File: config.mk
export PLATFORM = sky130hd
export DESIGN_NAME = strseq_store
export DESIGN_NICKNAME = d
export VERILOG_FILES = /design/src/rtl/strseq_pkg.sv /design/src/rtl/strseq_ea.sv /design/src/rtl/strseq_walk.sv /design/src/rtl/strseq_ctrl.sv /design/src/rtl/strseq_store.sv
export SDC_FILE = /design/constraint.sdc
export NUM_CORES = 1
export LEC_CHECK = 0
export ABC_CLOCK_PERIOD_IN_PS = 5100
export BUFFER_PORTS_ARGS = -buffer_cell sky130_fd_sc_hd__buf_2
export CAP_MARGIN = 5
export CORE_UTILIZATION = 45
export DETAILED_ROUTE_END_ITERATION = 12
export PLACE_DENSITY_LB_ADDON = 0.3
export SYNTH_ARGS = -nofsm -noshare
export SYNTH_HDL_FRONTEND = slang
export SYNTH_SLANG_ARGS = --single-unit
File: constraint.sdc
create_clock -name clk -period 5.1 [get_ports clk]
set_input_delay 1.02 -clock clk [delete_from_list [all_inputs] [get_ports clk]]
set_output_delay 1.02 -clock clk [all_outputs]
set_load 0.1 [all_outputs]
File: src/rtl/strseq_pkg.sv
// Package: shared constants and the sequencer state type.
// Assumes: 32-bit register file words made of 8-bit bytes.
package strseq_pkg;
    localparam int unsigned BYTE_W = 8;

    typedef enum logic [2:0] {
        ST_IDLE = 3'd0,
        ST_IDX  = 3'd1,
        ST_BASE = 3'd2,
        ST_LOAD = 3'd3,
        ST_SEND = 3'd4
    } seq_state_e;
endpackage

File: src/rtl/strseq_ea.sv
// Module: strseq_ea
// Holds the base and index register numbers of an accepted command.
// Captures the index value during ST_IDX and presents the effective
// address during ST_BASE.
// Assumes: rf_rdata_i holds the base register while the state is ST_BASE.
module strseq_ea
    import strseq_pkg::*;
#(
    parameter int unsigned REG_AW = 5,
    parameter int unsigned DATA_W = 32
) (
    input  logic              clk,
    input  logic              rst_n,
    input  logic              accept_i,
    input  logic [REG_AW-1:0] base_sel_i,
    input  logic [REG_AW-1:0] idx_sel_i,
    input  seq_state_e        state_i,
    input  logic [DATA_W-1:0] rf_rdata_i,
    output logic [REG_AW-1:0] base_sel_o,
    output logic [REG_AW-1:0] idx_sel_o,
    output logic [DATA_W-1:0] ea_o
);
    logic [REG_AW-1:0] base_q;
    logic [REG_AW-1:0] idx_q;
    logic [DATA_W-1:0] idx_val_q;
    logic [DATA_W-1:0] base_term;

    // Latch the register numbers of the accepted command.
    always_ff @(posedge clk) begin
        if (!rst_n) begin
            base_q <= '0;
            idx_q  <= '0;
        end else if (accept_i) begin
            base_q <= base_sel_i;
            idx_q  <= idx_sel_i;
        end
    end

    // Capture the index register contents while it is addressed.
    always_ff @(posedge clk) begin
        if (!rst_n) begin
            idx_val_q <= '0;
        end else if (state_i == ST_IDX) begin
            idx_val_q <= rf_rdata_i;
        end
    end

    // Base field zero means a constant zero term.
    always_comb begin
        base_term = (base_q == '0) ? '0 : rf_rdata_i;
        ea_o      = idx_val_q + base_term;
    end

    assign base_sel_o = base_q;
    assign idx_sel_o  = idx_q;
endmodule

File: src/rtl/strseq_walk.sv
// Module: strseq_walk
// Walks registers and bytes. It tracks the current register number, the
// byte lane, the bytes remaining and the byte address, and it latches the
// current source word.
// Assumes: ack_i is asserted only while a byte request is being accepted.
module strseq_walk
    import strseq_pkg::*;
#(
    parameter int unsigned REG_AW = 5,
    parameter int unsigned DATA_W = 32,
    parameter int unsigned ADDR_W = 32,
    parameter int unsigned CNT_W  = 7
) (
    input  logic              clk,
    input  logic              rst_n,
    input  logic              accept_i,
    input  logic [REG_AW-1:0] src_i,
    input  logic [CNT_W-1:0]  cnt_i,
    input  logic              load_ea_i,
    input  logic [ADDR_W-1:0] ea_i,
    input  logic              load_word_i,
    input  logic [DATA_W-1:0] rf_rdata_i,
    input  logic              ack_i,
    output logic [REG_AW-1:0] reg_ptr_o,
    output logic [ADDR_W-1:0] addr_o,
    output logic [BYTE_W-1:0] byte_o,
    output logic              last_byte_o,
    output logic              lane_last_o
);
    localparam int unsigned BPW    = DATA_W / BYTE_W;
    localparam int unsigned LANE_W = (BPW > 1) ? $clog2(BPW) : 1;

    logic [REG_AW-1:0] reg_ptr_q;
    logic [LANE_W-1:0] lane_q;
    logic [CNT_W-1:0]  remain_q;
    logic [ADDR_W-1:0] addr_q;
    logic [DATA_W-1:0] word_q;
    logic [BYTE_W-1:0] lane_bytes [BPW];

    // Register pointer: starts at the source field and steps mod 2^REG_AW.
    always_ff @(posedge clk) begin
        if (!rst_n) begin
            reg_ptr_q <= '0;
        end else if (accept_i) begin
            reg_ptr_q <= src_i;
        end else if (ack_i && lane_last_o) begin
            reg_ptr_q <= reg_ptr_q + 1'b1;
        end
    end

    // Byte lane within the current word, most significant lane first.
    always_ff @(posedge clk) begin
        if (!rst_n) begin
            lane_q <= '0;
        end else if (accept_i) begin
            lane_q <= '0;
        end else if (ack_i) begin
            lane_q <= lane_last_o ? '0 : lane_q + 1'b1;
        end
    end

    // Bytes remaining in the operation.
    always_ff @(posedge clk) begin
        if (!rst_n) begin
            remain_q <= '0;
        end else if (accept_i) begin
            remain_q <= cnt_i;
        end else if (ack_i) begin
            remain_q <= remain_q - 1'b1;
        end
    end

    // Byte address: loaded with the effective address, then stepped by one.
    always_ff @(posedge clk) begin
        if (!rst_n) begin
            addr_q <= '0;
        end else if (load_ea_i) begin
            addr_q <= ea_i;
        end else if (ack_i) begin
            addr_q <= addr_q + 1'b1;
        end
    end

    // Source word latch, refreshed once per register.
    always_ff @(posedge clk) begin
        if (!rst_n) begin
            word_q <= '0;
        end else if (load_word_i) begin
            word_q <= rf_rdata_i;
        end
    end

    // Split the word into lanes, with lane 0 as the most significant byte.
    for (genvar g = 0; g < BPW; g++) begin : g_lane
        assign lane_bytes[g] = word_q[(BPW-1-g)*BYTE_W +: BYTE_W];
    end

    // Present the current byte and the end-of-walk flags.
    always_comb begin
        byte_o      = lane_bytes[lane_q];
        lane_last_o = (lane_q == LANE_W'(BPW - 1));
        last_byte_o = (remain_q == CNT_W'(1));
    end

    assign reg_ptr_o = reg_ptr_q;
    assign addr_o    = addr_q;

    // the address advances by exactly one on every accepted byte.
    a_r2_addr_step: assert property (@(posedge clk) disable iff (!rst_n)
        ack_i |=> addr_q == $past(addr_q) + 1'b1);

    // the register pointer steps after the last lane of a word.
    a_r4_reg_next: assert property (@(posedge clk) disable iff (!rst_n)
        (ack_i && lane_last_o) |=> reg_ptr_q == $past(reg_ptr_q) + 1'b1);

    // every accepted byte consumes one unit of the count.
    a_r5_count_down: assert property (@(posedge clk) disable iff (!rst_n)
        ack_i |=> remain_q == $past(remain_q) - 1'b1);
endmodule

File: src/rtl/strseq_ctrl.sv
// Module: strseq_ctrl
// Sequencer FSM. The states are idle, read index, read base, load word and
// send bytes. It produces the done pulse.
// Assumes: ack_i is a completed write handshake in ST_SEND.
module strseq_ctrl
    import strseq_pkg::*;
(
    input  logic       clk,
    input  logic       rst_n,
    input  logic       start_i,
    input  logic       cnt_zero_i,
    input  logic       ack_i,
    input  logic       last_byte_i,
    input  logic       lane_last_i,
    output seq_state_e state_o,
    output logic       accept_o,
    output logic       done_o
);
    seq_state_e state_q;
    seq_state_e state_d;
    logic       done_d;
    logic       done_q;

    // A start is taken only in idle.
    assign accept_o = start_i && (state_q == ST_IDLE);

    // Next-state and done decision.
    always_comb begin
        state_d = state_q;
        done_d  = 1'b0;
        unique case (state_q)
            ST_IDLE: begin
                if (accept_o) begin
                    if (cnt_zero_i) begin
                        done_d = 1'b1;
                    end else begin
                        state_d = ST_IDX;
                    end
                end
            end
            ST_IDX:  state_d = ST_BASE;
            ST_BASE: state_d = ST_LOAD;
            ST_LOAD: state_d = ST_SEND;
            ST_SEND: begin
                if (ack_i) begin
                    if (last_byte_i) begin
                        state_d = ST_IDLE;
                        done_d  = 1'b1;
                    end else if (lane_last_i) begin
                        state_d = ST_LOAD;
                    end
                end
            end
            default: state_d = ST_IDLE;
        endcase
    end

    // State and done registers.
    always_ff @(posedge clk) begin
        if (!rst_n) begin
            state_q <= ST_IDLE;
            done_q  <= 1'b0;
        end else begin
            state_q <= state_d;
            done_q  <= done_d;
        end
    end

    assign state_o = state_q;
    assign done_o  = done_q;

    // done never lasts two cycles.
    a_r9_done_pulse: assert property (@(posedge clk) disable iff (!rst_n)
        done_q |=> !done_q);

    // done arrives only with the sequencer back in idle.
    a_r9_done_idle: assert property (@(posedge clk) disable iff (!rst_n)
        done_q |-> state_q == ST_IDLE);

    // a zero count finishes at once without leaving idle.
    a_r6_zero_done: assert property (@(posedge clk) disable iff (!rst_n)
        (accept_o && cnt_zero_i) |=> (done_q && state_q == ST_IDLE));
endmodule

File: src/rtl/strseq_store.sv
// Module: strseq_store (top)
// Indexed string store: forms the effective address, then writes count
// bytes from consecutive registers, most significant byte first, one
// byte per memory handshake.
// Assumes: the register file read is combinational and its contents stay
// unchanged during an operation.
module strseq_store
    import strseq_pkg::*;
#(
    parameter int unsigned REG_AW = 5,
    parameter int unsigned DATA_W = 32,
    parameter int unsigned ADDR_W = 32,
    parameter int unsigned CNT_W  = 7
) (
    input  logic              clk,
    input  logic              rst_n,
    input  logic              start_i,
    input  logic [REG_AW-1:0] start_src_i,
    input  logic [REG_AW-1:0] start_base_i,
    input  logic [REG_AW-1:0] start_idx_i,
    input  logic [CNT_W-1:0]  start_cnt_i,
    output logic [REG_AW-1:0] rf_raddr_o,
    input  logic [DATA_W-1:0] rf_rdata_i,
    output logic              mem_valid_o,
    input  logic              mem_ready_i,
    output logic [ADDR_W-1:0] mem_addr_o,
    output logic [BYTE_W-1:0] mem_data_o,
    output logic              busy_o,
    output logic              done_o
);
    seq_state_e        state;
    logic              accept;
    logic              ack;
    logic              last_byte;
    logic              lane_last;
    logic [REG_AW-1:0] base_sel;
    logic [REG_AW-1:0] idx_sel;
    logic [REG_AW-1:0] reg_ptr;
    logic [DATA_W-1:0] ea;
    logic [DATA_W-1:0] ea_ext;

    strseq_ctrl u_ctrl (
        .clk         (clk),
        .rst_n       (rst_n),
        .start_i     (start_i),
        .cnt_zero_i  (start_cnt_i == '0),
        .ack_i       (ack),
        .last_byte_i (last_byte),
        .lane_last_i (lane_last),
        .state_o     (state),
        .accept_o    (accept),
        .done_o      (done_o)
    );

    strseq_ea #(
        .REG_AW (REG_AW),
        .DATA_W (DATA_W)
    ) u_ea (
        .clk        (clk),
        .rst_n      (rst_n),
        .accept_i   (accept),
        .base_sel_i (start_base_i),
        .idx_sel_i  (start_idx_i),
        .state_i    (state),
        .rf_rdata_i (rf_rdata_i),
        .base_sel_o (base_sel),
        .idx_sel_o  (idx_sel),
        .ea_o       (ea)
    );

    // Fit the effective address to the address width.
    assign ea_ext = ea;

    strseq_walk #(
        .REG_AW (REG_AW),
        .DATA_W (DATA_W),
        .ADDR_W (ADDR_W),
        .CNT_W  (CNT_W)
    ) u_walk (
        .clk         (clk),
        .rst_n       (rst_n),
        .accept_i    (accept),
        .src_i       (start_src_i),
        .cnt_i       (start_cnt_i),
        .load_ea_i   (state == ST_BASE),
        .ea_i        (ADDR_W'(ea_ext)),
        .load_word_i (state == ST_LOAD),
        .rf_rdata_i  (rf_rdata_i),
        .ack_i       (ack),
        .reg_ptr_o   (reg_ptr),
        .addr_o      (mem_addr_o),
        .byte_o      (mem_data_o),
        .last_byte_o (last_byte),
        .lane_last_o (lane_last)
    );

    // Read port steering: the index first, then the base, then the data words.
    always_comb begin
        unique case (state)
            ST_IDX:  rf_raddr_o = idx_sel;
            ST_BASE: rf_raddr_o = base_sel;
            default: rf_raddr_o = reg_ptr;
        endcase
    end

    assign mem_valid_o = (state == ST_SEND);
    assign ack         = mem_valid_o && mem_ready_i;
    assign busy_o      = (state != ST_IDLE);

    // a stalled request keeps its address, its data and its valid.
    a_r7_hold: assert property (@(posedge clk) disable iff (!rst_n)
        (mem_valid_o && !mem_ready_i) |=>
            (mem_valid_o && $stable(mem_addr_o) && $stable(mem_data_o)));

    // busy only drops together with a done pulse.
    a_r8_busy_end: assert property (@(posedge clk) disable iff (!rst_n)
        $fell(busy_o) |-> done_o);
endmodule

==> results <==
- The most used flip-flop cell after synthesis is sky130_fd_sc_hd__dfxtp_1.
- The insertion delay of the later-clocked pin in the worst-skew pair is 420 ps.
- The die boundary height is roughly 130 um.
- Clock tree synthesis inserted a total of 17 buffers.
- For this run, asynchronously set or reset flops after synthesis account for 0.
- The flow ran to the end, and the final reports show no timing, DRC or antenna violations.
- The first global-routing pass estimated about 32000 um of wire.
- The total of warnings raised by yosys is 0.
- The headroom to the max-slew limit is 0.220.
- Entering global routing, the biggest net connects 68 pins.
- The cell at the slowest stage of the critical path is sky130_fd_sc_hd__or4_1.
- The buffer and inverter count on the worst path is 1.
- The mean area per synthesized cell is 7.81 um2.
- Fill cells in the final layout number around 1.5k.
- Summing every instance area after synthesis gives 7400 um2.
- The count of endpoints failing setup in the final report is 0.
- Summing over every cut layer, the via total after detailed routing is around 7k.
- The I/O pin count is 106.
- The leakage power is 3.51 nW.
- The distinct cell type count of the synthesized netlist is between 80 and 90.
- The sum of negative setup slack is 0 ps.
- The net count after synthesis is ~1.0k.
- The combined area of the multi-input logic cells is 4590 um2.
- The first detailed-routing pass ran for 5 iterations.
- Clock skew on the completed layout was measured at 6.58 ps.
- The worst hold-check path type is reg -> reg.
- The number of global-route vias before repair is 6097.
- The number of clock sinks is about 120.
- The largest delay contributor family on the critical path is compound AO/OA/AOI/OAI gates.
- Clock-pin slew was measured on the worst setup and hold paths at about 60 ps.
- The count of H-tree levels built during CTS is 4.
- In the final routed layout, each cell accounts on average for 16.1 um.
- The initial antenna violation count is 1.
- The post-route fraction of the period consumed by the critical path is 0.740.
- After layout, the minimum clock period comes to 3770 ps.
- The setup slack on the worst flop-to-flop path is 1330 ps.
- The share of the Yosys chip area taken by registers is 0.335.
- The detailed placement HPWL is 14700 um.
- For this run, the top clock speed supported by timing is 265 MHz.
- Across every metal layer, demand over resource in global routing totals 0.244.
- Across the run, the number of max-cap violations was 0.
- The signal on the critical path passes through or4_1 -> nor2_2 -> buf_4 -> nor2b_1 -> ha_1 -> fa_1 -> a21o_1 -> a221oi_2 -> o31a_1 -> a21oi_1 -> a21oi_1 -> o21a_1 -> xnor2_1 -> o211a_1.
- The buffer levels on the longest clock path is 2.
- Buffers placed on the I/O ports in this run total 105.
- The number of flops mapped to enable cells by yosys is 0.
- The congestion estimate from routability-driven global placement came to 0.876.
- The full die area is 17000 um2.
- The largest fanout of any net on the critical path is 16.
- In this run the horizontal extent of the chip is ~130 um.
- TritonCTS built the clock tree.
- After clock tree synthesis, the flow added hold-fix buffers numbering 0.
- Counting tap cells, the placed design contains a total of 1220 instances.
- The count of nets left with antenna violations once routing finished came out at 0.
- STA classifies the critical path startpoint as a flop.
- The cell area power density is 382 nW/um2.
- The detailed router's first-iteration violation count is 571.
- The final count of pins violating max slew is 0.
- The DRC violations left is 0.
- The placement row count is 46.
- The total wire length after detailed routing is 20200 um.
- The highest cell delay on the worst timing path is 550 ps.
- The storage element area is 2480 um2.
- The initial standard-cell utilization of the core is 0.464.
- After the flow finishes, the layout carries non-filler instances totaling 1253.
- The overflow left after global routing is 0.
- Dividing the detail-routed via count by the number of cells gives 5.51.
- By instance count, the cell type seen most on the critical path is sky130_fd_sc_hd__a21oi_1.
- The number of setup buffers added after CTS is 0.
- The fraction of final layout cells with drive strength greater than 1 is 0.174.
- The capturing element type of the critical path is a flop.
- The total count of hold-check failures in the final report is 0.
- Data arrives at the worst endpoint at approximately 4000 ps.
- The synthesized instance count is approximately 950.
- The startpoint-to-endpoint class of the critical path is reg -> reg.
- The net count of the finished layout is about 1.1k.
- The area added between synthesis and finish is 16.4%.
- The overall power of the completed layout is 3.30 mW.
- For the pin with the worst max-slew slack, the measured transition is 1170 ps.
- The number of cells upsized or downsized after cts is 0.
- Setup repair after global routing left no endpoint under its margin.
- After synthesis the netlist holds a flip-flop and latch count of 124.
- The required time of the worst setup path is 5410 ps.
- The root buffer cell chosen for the clock tree is sky130_fd_sc_hd__clkbuf_16.
- The core footprint is 15900 um2.
- The largest vdd supply drop is 0.295 mV.
- The worst hold slack after final layout is 453 ps.
[per-stage QoR]
step | instance area [um2] | worst slack (ps) | utilization
3_3_place_gp | 8000 | 1400 | 0.501
3_5_place_dp | 8000 | 1350 | 0.501
6_report | 8620 | 1330 | 0.541
2_1_floorplan | 7400 | 1580 | -
5_1_grt | 8620 | 1050 | 0.541
4_1_cts | 8620 | 1350 | 0.540
[routing by layer]
metal	track usage	wire [um]	up-vias
li1	-	-	3488
met1	0.348	9930	3205
met2	0.370	8900	186
met3	0.0414	977	27
met4	0.0869	355	0
met5	0	0	-
[state kept, by name, indices dropped and copies added, names as in the netlist]
signal,flops
u_ea.idx_sel_o,5
u_ctrl.done_o,1
u_ea.idx_val_q,32
u_ctrl.state_o,3
u_walk.addr_o,32
u_walk.lane_bytes,32
u_walk.reg_ptr_o,5
u_walk.lane_q,2
u_walk.remain_q,7
u_ea.base_sel_o,5
[logic make-up (layout without fill, tap and decap cells)]
logic type      after synthesis  count (layout)  synth area share
simple gates                407             407             0.256
other cells                   0               1                 0
buf+inv                      74             162            0.0451
mux                           9               9            0.0257
xor+xnor                     50              50            0.0592
compound gates              247             247             0.215
flops                       124             124             0.335
fa+ha+maj                    37              37            0.0636
[Yosys cell counts (all sizes together) (3+ instances only)]
library cell	n	share of area
mux4	8	0.024
o21ai	20	0.014
dfxtp	124	0.34
nor3	18	0.012
and3	7	0.0071
xor2	21	0.025
o21a	4	0.0041
o211ai	5	0.0051
a211oi	23	0.024
or3	3	0.0027
or2	3	0.0025
and2	9	0.0081
nand2b	6	0.0051
a221oi	3	0.0044
xnor2	29	0.034
clkbuf	48	0.030
ha	36	0.061
a2111oi	4	0.0057
and4	5	0.0059
inv	17	0.0086
a21oi	127	0.086
o221ai	5	0.0059
nand4	14	0.012
a31oi	6	0.0068
nand3	28	0.019
nor4	3	0.0025
a22oi	6	0.0061
nor2	63	0.032
buf	9	0.0063
nor2b	34	0.029
a21o	18	0.018
nand2	201	0.10
[tightest hold or removal path: stages (launching register included)]
cell,delay (ps)
sky130_fd_sc_hd__dfxtp_1,310
sky130_fd_sc_hd__nand2_1,50
sky130_fd_sc_hd__a21oi_1,50
[final timing paths]
check / startpoint / depth (start not counted) / endpoint
worst max-delay path: u_ea.base_sel_o[1] / 14 / u_walk.addr_o[24]
worst min-delay path: u_walk.lane_bytes[0] / 2 / u_walk.lane_bytes[0]
worst min register to register: u_walk.lane_bytes[0] / 2 / u_walk.lane_bytes[0]
worst max register to register: u_ea.base_sel_o[1] / 14 / u_walk.addr_o[24]
[where the power goes]
group | switching (mW) | leakage (nW) | internal, mW
Combinational | 0.655 | 2.20 | 0.260
Clock | 0.483 | 0.302 | 0.791
Sequential | 0.0641 | 1.01 | 1.04
[cells in the final DEF (no fill, tap or decap), types with 6 or more instances in the layout]
master	count
sky130_fd_sc_hd__a211oi_1	22
sky130_fd_sc_hd__a21o_1	17
sky130_fd_sc_hd__a21oi_1	127
sky130_fd_sc_hd__a22oi_1	6
sky130_fd_sc_hd__and2_1	7
sky130_fd_sc_hd__buf_2	105
sky130_fd_sc_hd__buf_4	8
sky130_fd_sc_hd__clkbuf_16	17
sky130_fd_sc_hd__dfxtp_1	124
sky130_fd_sc_hd__ha_1	36
sky130_fd_sc_hd__inv_1	16
sky130_fd_sc_hd__mux4_2	8
sky130_fd_sc_hd__nand2_1	199
sky130_fd_sc_hd__nand2b_1	6
sky130_fd_sc_hd__nand3_1	28
sky130_fd_sc_hd__nand4_1	14
sky130_fd_sc_hd__nor2_1	62
sky130_fd_sc_hd__nor2b_1	34
sky130_fd_sc_hd__nor3_1	18
sky130_fd_sc_hd__o21ai_0	18
sky130_fd_sc_hd__xnor2_1	29
sky130_fd_sc_hd__xor2_1	21
[area by class of cell]
cell class,count,area share
multi-input combinational,750,0.533
sequential,124,0.288
timing repair buffer,113,0.0679
clock buffer,18,0.0510
tap,216,0.0314
clock inverter,14,0.0211
inverter,17,0.00740
antenna,1,0.000290
Power figures use the tool's default switching activity.
